**config.mk**
```make
export PLATFORM = sky130hd
export DESIGN_NAME = wdg_top
export DESIGN_NICKNAME = d
export VERILOG_FILES = /design/src/rtl/wdg_pkg.sv /design/src/rtl/wdg_rst_sync.sv /design/src/rtl/wdg_kick.sv /design/src/rtl/wdg_count.sv /design/src/rtl/wdg_cause.sv /design/src/rtl/wdg_top.sv
export SDC_FILE = /design/constraint.sdc
export NUM_CORES = 1
export LEC_CHECK = 0
export BUFFER_PORTS_ARGS = -buffer_cell sky130_fd_sc_hd__buf_2
export CORE_UTILIZATION = 35
export DETAILED_ROUTE_END_ITERATION = 7
export PLACE_DENSITY_LB_ADDON = 0.08
export SLEW_MARGIN = 0
export SYNTH_ARGS = -nofsm -noshare
export SYNTH_HDL_FRONTEND = slang
export SYNTH_HIERARCHICAL = 1
export SYNTH_SLANG_ARGS = --single-unit
```
**constraint.sdc**
```tcl
create_clock -name clk -period 4.1 [get_ports clk]
set_input_delay 0 -clock clk [delete_from_list [all_inputs] [get_ports clk]]
set_output_delay 0 -clock clk [all_outputs]
set_load 0.05 [all_outputs]
```
**src/rtl/wdg_pkg.sv**
```systemverilog
package wdg_pkg;
  localparam logic [3:0] OFF_SWRST = 4'h0;
  localparam logic [3:0] OFF_CFG   = 4'h4;
  localparam logic [3:0] OFF_KEY1  = 4'h8;
  localparam logic [3:0] OFF_KEY2  = 4'hC;

  localparam logic [31:0] KEY_FIRST  = 32'hABCD_1234;
  localparam logic [31:0] KEY_SECOND = 32'h4321_DCBA;

  localparam int CAUSE_W = 3;

  typedef enum logic [CAUSE_W-1:0] {
    CAUSE_POR     = 3'd0,
    CAUSE_EXPIRE  = 3'd1,
    CAUSE_BADKICK = 3'd2,
    CAUSE_SWRST   = 3'd3,
    CAUSE_EXTRST  = 3'd4
  } cause_e;
endpackage

```
**src/rtl/wdg_rst_sync.sv**
```systemverilog
module wdg_rst_sync #(
  parameter int SYNC_STAGES = 2
) (
  input  logic clk,
  input  logic rst_n,
  output logic rst_sync_n
);
  logic [SYNC_STAGES-1:0] stg_q;

  always_ff @(posedge clk or negedge rst_n) begin
    if (!rst_n) stg_q <= '0;
    else        stg_q <= {stg_q[SYNC_STAGES-2:0], 1'b1};
  end

  assign rst_sync_n = stg_q[SYNC_STAGES-1];
endmodule

```
**src/rtl/wdg_kick.sv**
```systemverilog
module wdg_kick
  import wdg_pkg::*;
#(
  parameter int DATA_W  = 32,
  parameter int ADDR_W  = 4,
  parameter int DELAY_W = 5
) (
  input  logic               clk,
  input  logic               rst_n,
  input  logic               bus_wr,
  input  logic [ADDR_W-1:0]  bus_addr,
  input  logic [DATA_W-1:0]  bus_wdata,
  output logic               sh_en,
  output logic [DELAY_W-1:0] sh_delay,
  output logic               armed,
  output logic               valid_kick,
  output logic               bad_kick,
  output logic               soft_req
);
  localparam logic [DATA_W-1:0] KEY1 = DATA_W'(KEY_FIRST);
  localparam logic [DATA_W-1:0] KEY2 = DATA_W'(KEY_SECOND);

  logic               wr_swrst, wr_cfg, wr_key1, wr_key2;
  logic               key1_ok, key2_ok;
  logic               armed_q, armed_d, armed_ce;
  logic               sh_en_q;
  logic [DELAY_W-1:0] sh_delay_q;

  // address decode
  always_comb begin
    wr_swrst = bus_wr && (bus_addr == ADDR_W'(OFF_SWRST));
    wr_cfg   = bus_wr && (bus_addr == ADDR_W'(OFF_CFG));
    wr_key1  = bus_wr && (bus_addr == ADDR_W'(OFF_KEY1));
    wr_key2  = bus_wr && (bus_addr == ADDR_W'(OFF_KEY2));
    key1_ok  = (bus_wdata == KEY1);
    key2_ok  = (bus_wdata == KEY2);
  end

  // kick sequence next state
  always_comb begin
    valid_kick = wr_key2 && key2_ok && armed_q;
    bad_kick   = (wr_key1 && (!key1_ok || armed_q)) ||
                 (wr_key2 && (!key2_ok || !armed_q));
    soft_req   = wr_swrst && bus_wdata[0];
    armed_ce   = wr_key1 || wr_key2;
    armed_d    = wr_key1 && key1_ok && !armed_q;
  end

  always_ff @(posedge clk or negedge rst_n) begin
    if (!rst_n) begin
      armed_q <= 1'b0;
    end else if (armed_ce) begin
      armed_q <= armed_d;
    end
  end

  // shadow configuration
  always_ff @(posedge clk or negedge rst_n) begin
    if (!rst_n) begin
      sh_en_q    <= 1'b0;
      sh_delay_q <= '0;
    end else if (wr_cfg) begin
      sh_en_q    <= bus_wdata[DATA_W-1];
      sh_delay_q <= bus_wdata[DELAY_W-1:0];
    end
  end

  assign sh_en    = sh_en_q;
  assign sh_delay = sh_delay_q;
  assign armed    = armed_q;
endmodule

```
**src/rtl/wdg_count.sv**
```systemverilog
module wdg_count #(
  parameter int DELAY_W = 5
) (
  input  logic               clk,
  input  logic               rst_n,
  input  logic               valid_kick,
  input  logic               sh_en,
  input  logic [DELAY_W-1:0] sh_delay,
  output logic               act_en,
  output logic               expire
);
  localparam int CNT_W = (1 << DELAY_W) + 1;
  localparam int SH_W  = $clog2(CNT_W) + 1;
  localparam logic [CNT_W-1:0] ALL_ONES = '1;

  logic               act_en_q;
  logic [DELAY_W-1:0] act_delay_q;
  logic [CNT_W-1:0]   cnt_q, cnt_d;
  logic [CNT_W-1:0]   last_cnt;
  logic               hit;

  // last count value before expiry: 2^(delay+1)-1
  always_comb begin
    last_cnt = ALL_ONES >> (SH_W'(CNT_W - 1) - SH_W'(act_delay_q));
    hit      = act_en_q && (cnt_q == last_cnt);
    expire   = hit && !valid_kick;
    if (valid_kick || !act_en_q || hit) cnt_d = '0;
    else                                cnt_d = cnt_q + 1'b1;
  end

  always_ff @(posedge clk or negedge rst_n) begin
    if (!rst_n) begin
      act_en_q    <= 1'b0;
      act_delay_q <= '0;
    end else if (valid_kick) begin
      act_en_q    <= sh_en;
      act_delay_q <= sh_delay;
    end
  end

  always_ff @(posedge clk or negedge rst_n) begin
    if (!rst_n) cnt_q <= '0;
    else        cnt_q <= cnt_d;
  end

  assign act_en = act_en_q;
endmodule

```
**src/rtl/wdg_cause.sv**
```systemverilog
module wdg_cause
  import wdg_pkg::*;
(
  input  logic               clk,
  input  logic               rst_n,
  input  logic               user_rst,
  input  logic               soft_req,
  input  logic               bad_kick,
  input  logic               expire,
  output logic               rst_req,
  output logic [CAUSE_W-1:0] cause
);
  logic   any_req;
  cause_e sel;
  logic   rst_req_q;
  cause_e cause_q;

  always_comb begin
    any_req = user_rst || soft_req || bad_kick || expire;
    if (user_rst)      sel = CAUSE_EXTRST;
    else if (soft_req) sel = CAUSE_SWRST;
    else if (bad_kick) sel = CAUSE_BADKICK;
    else               sel = CAUSE_EXPIRE;
  end

  always_ff @(posedge clk or negedge rst_n) begin
    if (!rst_n) rst_req_q <= 1'b0;
    else        rst_req_q <= any_req;
  end

  always_ff @(posedge clk or negedge rst_n) begin
    if (!rst_n)       cause_q <= CAUSE_POR;
    else if (any_req) cause_q <= sel;
  end

  assign rst_req = rst_req_q;
  assign cause   = cause_q;
endmodule

```
**src/rtl/wdg_top.sv**
```systemverilog
module wdg_top
  import wdg_pkg::*;
#(
  parameter int DATA_W  = 32,
  parameter int ADDR_W  = 4,
  parameter int DELAY_W = 5
) (
  input  logic              clk,
  input  logic              rst_n,
  input  logic              bus_wr,
  input  logic [ADDR_W-1:0] bus_addr,
  input  logic [DATA_W-1:0] bus_wdata,
  output logic [DATA_W-1:0] bus_rdata,
  input  logic              user_rst,
  output logic              rst_req
);
  logic               rst_sync_n;
  logic               sh_en, armed, valid_kick, bad_kick, soft_req;
  logic [DELAY_W-1:0] sh_delay;
  logic               act_en, expire;
  logic [CAUSE_W-1:0] cause_q;

  wdg_rst_sync #(.SYNC_STAGES(2)) u_sync (
    .clk(clk), .rst_n(rst_n), .rst_sync_n(rst_sync_n)
  );

  wdg_kick #(.DATA_W(DATA_W), .ADDR_W(ADDR_W), .DELAY_W(DELAY_W)) u_kick (
    .clk(clk), .rst_n(rst_sync_n), .bus_wr(bus_wr), .bus_addr(bus_addr),
    .bus_wdata(bus_wdata), .sh_en(sh_en), .sh_delay(sh_delay), .armed(armed),
    .valid_kick(valid_kick), .bad_kick(bad_kick), .soft_req(soft_req)
  );

  wdg_count #(.DELAY_W(DELAY_W)) u_count (
    .clk(clk), .rst_n(rst_sync_n), .valid_kick(valid_kick), .sh_en(sh_en),
    .sh_delay(sh_delay), .act_en(act_en), .expire(expire)
  );

  wdg_cause u_cause (
    .clk(clk), .rst_n(rst_sync_n), .user_rst(user_rst), .soft_req(soft_req),
    .bad_kick(bad_kick), .expire(expire), .rst_req(rst_req), .cause(cause_q)
  );

  // read mux
  always_comb begin
    bus_rdata = '0;
    if (bus_addr == ADDR_W'(OFF_CFG)) begin
      bus_rdata[DATA_W-1]    = sh_en;
      bus_rdata[DELAY_W-1:0] = sh_delay;
    end else if (bus_addr == ADDR_W'(OFF_KEY1)) begin
      bus_rdata[CAUSE_W-1:0] = cause_q;
    end
  end
endmodule

```
==> flow_summary.json <==
{
  "start_util": 0.3629,
  "setup_viol": 0,
  "cts_buffers": 5,
  "min_path_cells": 4,
  "fin_crit_ns": 3.792,
  "peakVddDrop_uv": 130.0,
  "place_hpwl_mm": 7.580,
  "gp_congestion": 0.9273,
  "n_antenna_cell": 0,
  "worstSkewPairLatency_ns": 0.31,
  "port_buffers": 46,
  "rows": 37,
  "cpLargestDelayFamily": "simple AND/OR/NAND/NOR gates",
  "status": "complete, no violations",
  "critPathRequiredTime_ns": 4.31,
  "fin_nets": 541,
  "fp.dieH_microns": 105.9,
  "ant_nets": 0,
  "timing.final.ws_setup_ns": 0.3081,
  "yosysTopAreaCell": "dfrtp_1",
  "grtUsageMet1": 0.2622,
  "clock_tree.root_cell": "clkbuf_8",
  "synth_edf_count": 0,
  "synth_warnings": 6,
  "grt_max_degree": 51,
  "fin_skew_ns": 0.005053,
  "routed-via-count": 3354,
  "use_met3": 0.02882,
  "crit_fanout": 10,
  "netlist_area_sq_mm": 0.003780,
  "grt.met2_usage": 0.3100,
  "end_kind": "flop",
  "avgSynthCellArea_sq_um": 8.532,
  "maxSlewViolCount": 0,
  "slew_headroom": 0.3822,
  "drtIter0Drc": 181,
  "path_clk_slew_ns": 0.09,
  "rsz0062_at_grt": "no",
  "yosysSeqAreaShare": 0.3443,
  "core_area_sq_mm": 0.01042,
  "busiest_layer": "met2",
  "wl_mm": 10.19,
  "vias_per_cell": 5.315,
  "clockBufferDepth": 2,
  "pin_count": 73,
  "grt_pass1_vias": 3108,
  "groute.usage.overall": 0.1900,
  "path_class": "reg -> reg",
  "critPathSlowestCell": "nor4_1",
  "grt_pass1_wl_mm": 16.54,
  "place_ws_ns": 0.1926,
  "reg2reg_depth": 11,
  "post_cts_buffers": 0,
  "start_kind": "flop",
  "critPathArrivalTime_ns": 4.00,
  "period_share": 0.9249,
  "yosysUniqueCellTypes": 65,
  "crit_cells": 11,
  "die_x_microns": 105.9,
  "drive_gt1_frac": 0.1697,
  "tns_ns": 0,
  "crit_chain": "buf_4 -> nor4_1 -> a21oi_1 -> o211ai_1 -> o31a_1 -> o2111ai_1 -> or4_1 -> nor4_4 -> nor2b_1 -> nor3_2 -> a21o_1",
  "slowest_delay_ns": 0.80,
  "p_per_area_mw_per_mm2": 228.8,
  "drc": 0,
  "detail_route.wl_per_cell_microns": 16.14,
  "finalPower_w": 0.0009655,
  "overflow": 0,
  "synthCells": 443,
  "fmax_mhz": 263.7,
  "htree_levels": 2,
  "maxCapViolCount": 0,
  "design.die.area_sq_mm": 0.01122,
  "async_reset_ff_frac": 1.000,
  "antenna_found_initial": 0,
  "hold_class": "in -> reg",
  "tightest_slew_ns": 0.9182,
  "yosys.area.top_type_share": 0.3443,
  "synth_seq_cells": 52,
  "dr.pass1.iters": 6,
  "yosys-top-cells-area": "dfrtp_1 (34%), buf_4 (5.2%), nand2_1 (5.1%)",
  "path_buf_inv": 1,
  "utilization": 0.4050,
  "area_delta_synth_final_pct": 11.62,
  "cts_tree": "yes",
  "leakagePower_nw": 1.730,
  "final_hold_viol_count": 0,
  "cts.sinks": 52,
  "synth_top_flop_cell": "dfrtp_1"
}
kinds of logic (layout without fill, tap and decap cells):
group | count (synthesis) | after routing | share of synthesized area
flip-flops | 52 | 52 | 0.3443
multiplexers | 9 | 9 | 0.02648
other | 2 | 27 | 0.001987
adder cells (fa/ha/maj) | 6 | 6 | 0.01986
AO/OA/AOI/OAI | 69 | 69 | 0.1155
buffers and inverters | 53 | 80 | 0.08937
XOR/XNOR | 41 | 41 | 0.09500
AND/OR/NAND/NOR | 211 | 211 | 0.3075
repair_timing:
| item | CTS | global route |
|---|---|---|
| endpoints found under the setup margin | 0 | 29 |
| resized for setup | 0 | 2 |
| hold buffers | 10 | 0 |
| hold endpoints to repair | 13 | 0 |
path summary, 6_finish.rpt:
| check | start | slack (ns) | endpoint |
|---|---|---|---|
| max | u_count/act_delay_q[0] | 0.31 | u_cause/cause[2] |
| min | bus_wdata[8] | 0.03 | u_kick/armed |
| max reg2reg | u_count/act_delay_q[0] | 0.31 | u_cause/cause[2] |
| min reg2reg | u_sync/stg_q[1] | 0.36 | u_count/act_delay_q[2] |
| max in group asynchronous | u_sync/stg_q[1] | 3.28 | u_count/cnt_q[12] |
| min in group asynchronous | u_sync/stg_q[1] | 0.36 | u_count/act_delay_q[2] |
cell type report:
type	instances	area [sq um]
clock buffer	6	72.57
clock inverter	1	5.005
fill	1094	6197
inverter	8	30.03
multi-input combinational	363	2241
sequential	52	1303
tap	136	170.2
timing repair buffer	65	397.9
sequential cells by signal, indices dropped and copies added (netlist names):
name and count:
u_count/act_en 1, u_kick/armed 1, u_cause/cause 3, u_cause/rst_req 1
u_count/act_delay_q 5, u_sync/stg_q 2, u_count/cnt_q 33, u_kick/sh_en 1
u_kick/sh_delay 5
cells in the mapped netlist, types with 3 or more instances:
library cell and instances:
nand3b_1 7, nor4b_1 3, nand2_1 51, clkbuf_1 10
buf_6 5, inv_1 8, nor2_1 27, o2111ai_1 3
ha_1 6, buf_4 26, nor3_1 33, and3_1 11
a21oi_1 24, nor2b_1 6, xor2_1 20, nand2b_1 10
o31ai_1 3, dfrtp_1 52, nand3_1 23, nor4_1 9
nor3_2 3, o22ai_1 3, nand4_1 7, mux2_2 8
xnor2_1 21, o21ai_0 14
layer usage:
| metal | wire, microns | share of wire |
|---|---|---|
| met5 | 0 | 0 |
| met4 | 139 | 0.014 |
| met3 | 435 | 0.043 |
| met2 | 4718 | 0.46 |
| met1 | 4891 | 0.48 |
layout by cell type (no fill, tap or decap), types with 11 or more instances in the layout:
| master | netlist | final |
|---|---|---|
| dfrtp_1 | 52 | 51 |
| nand2_1 | 51 | 51 |
| buf_2 | 2 | 46 |
| nor3_1 | 33 | 33 |
| nor2_1 | 27 | 27 |
| conb_1 | 2 | 27 |
| a21oi_1 | 24 | 24 |
| nand3_1 | 23 | 23 |
| xnor2_1 | 21 | 21 |
| xor2_1 | 20 | 20 |
| o21ai_0 | 14 | 14 |
| and3_1 | 11 | 11 |
tightest hold or removal path, delay by kind of cell:
kind / cells / cell delay (ns)
buffers and inverters: 1 / 0.08
and+or+nand+nor: 2 / 0.14
AOI/OAI and AO/OA: 1 / 0.08
power by group:
| part | leakage (nW) | internal [W] | total [W] | switching [W] |
|---|---|---|---|---|
| clock | 0.0410 | 0.000117 | 0.000290 | 0.000174 |
| combinational | 1.01 | 0.0000403 | 0.000133 | 0.0000928 |
| sequential | 0.682 | 0.000529 | 0.000542 | 0.0000132 |
stage by stage:
| stage | area (sq um) | instances | hold WS [ns] |
|---|---|---|---|
| floorplan | 3874 | 468 | -0.2956 |
| global placement | 4035 | 614 | -0.2135 |
| detailed placement | 4035 | 614 | -0.2116 |
| CTS | 4213 | 631 | 0.01751 |
| global route | 4219 | 631 | 0.03116 |
| finish | 4219 | 631 | 0.02754 |
No activity file was read; power rests on OpenSTA's default activity.
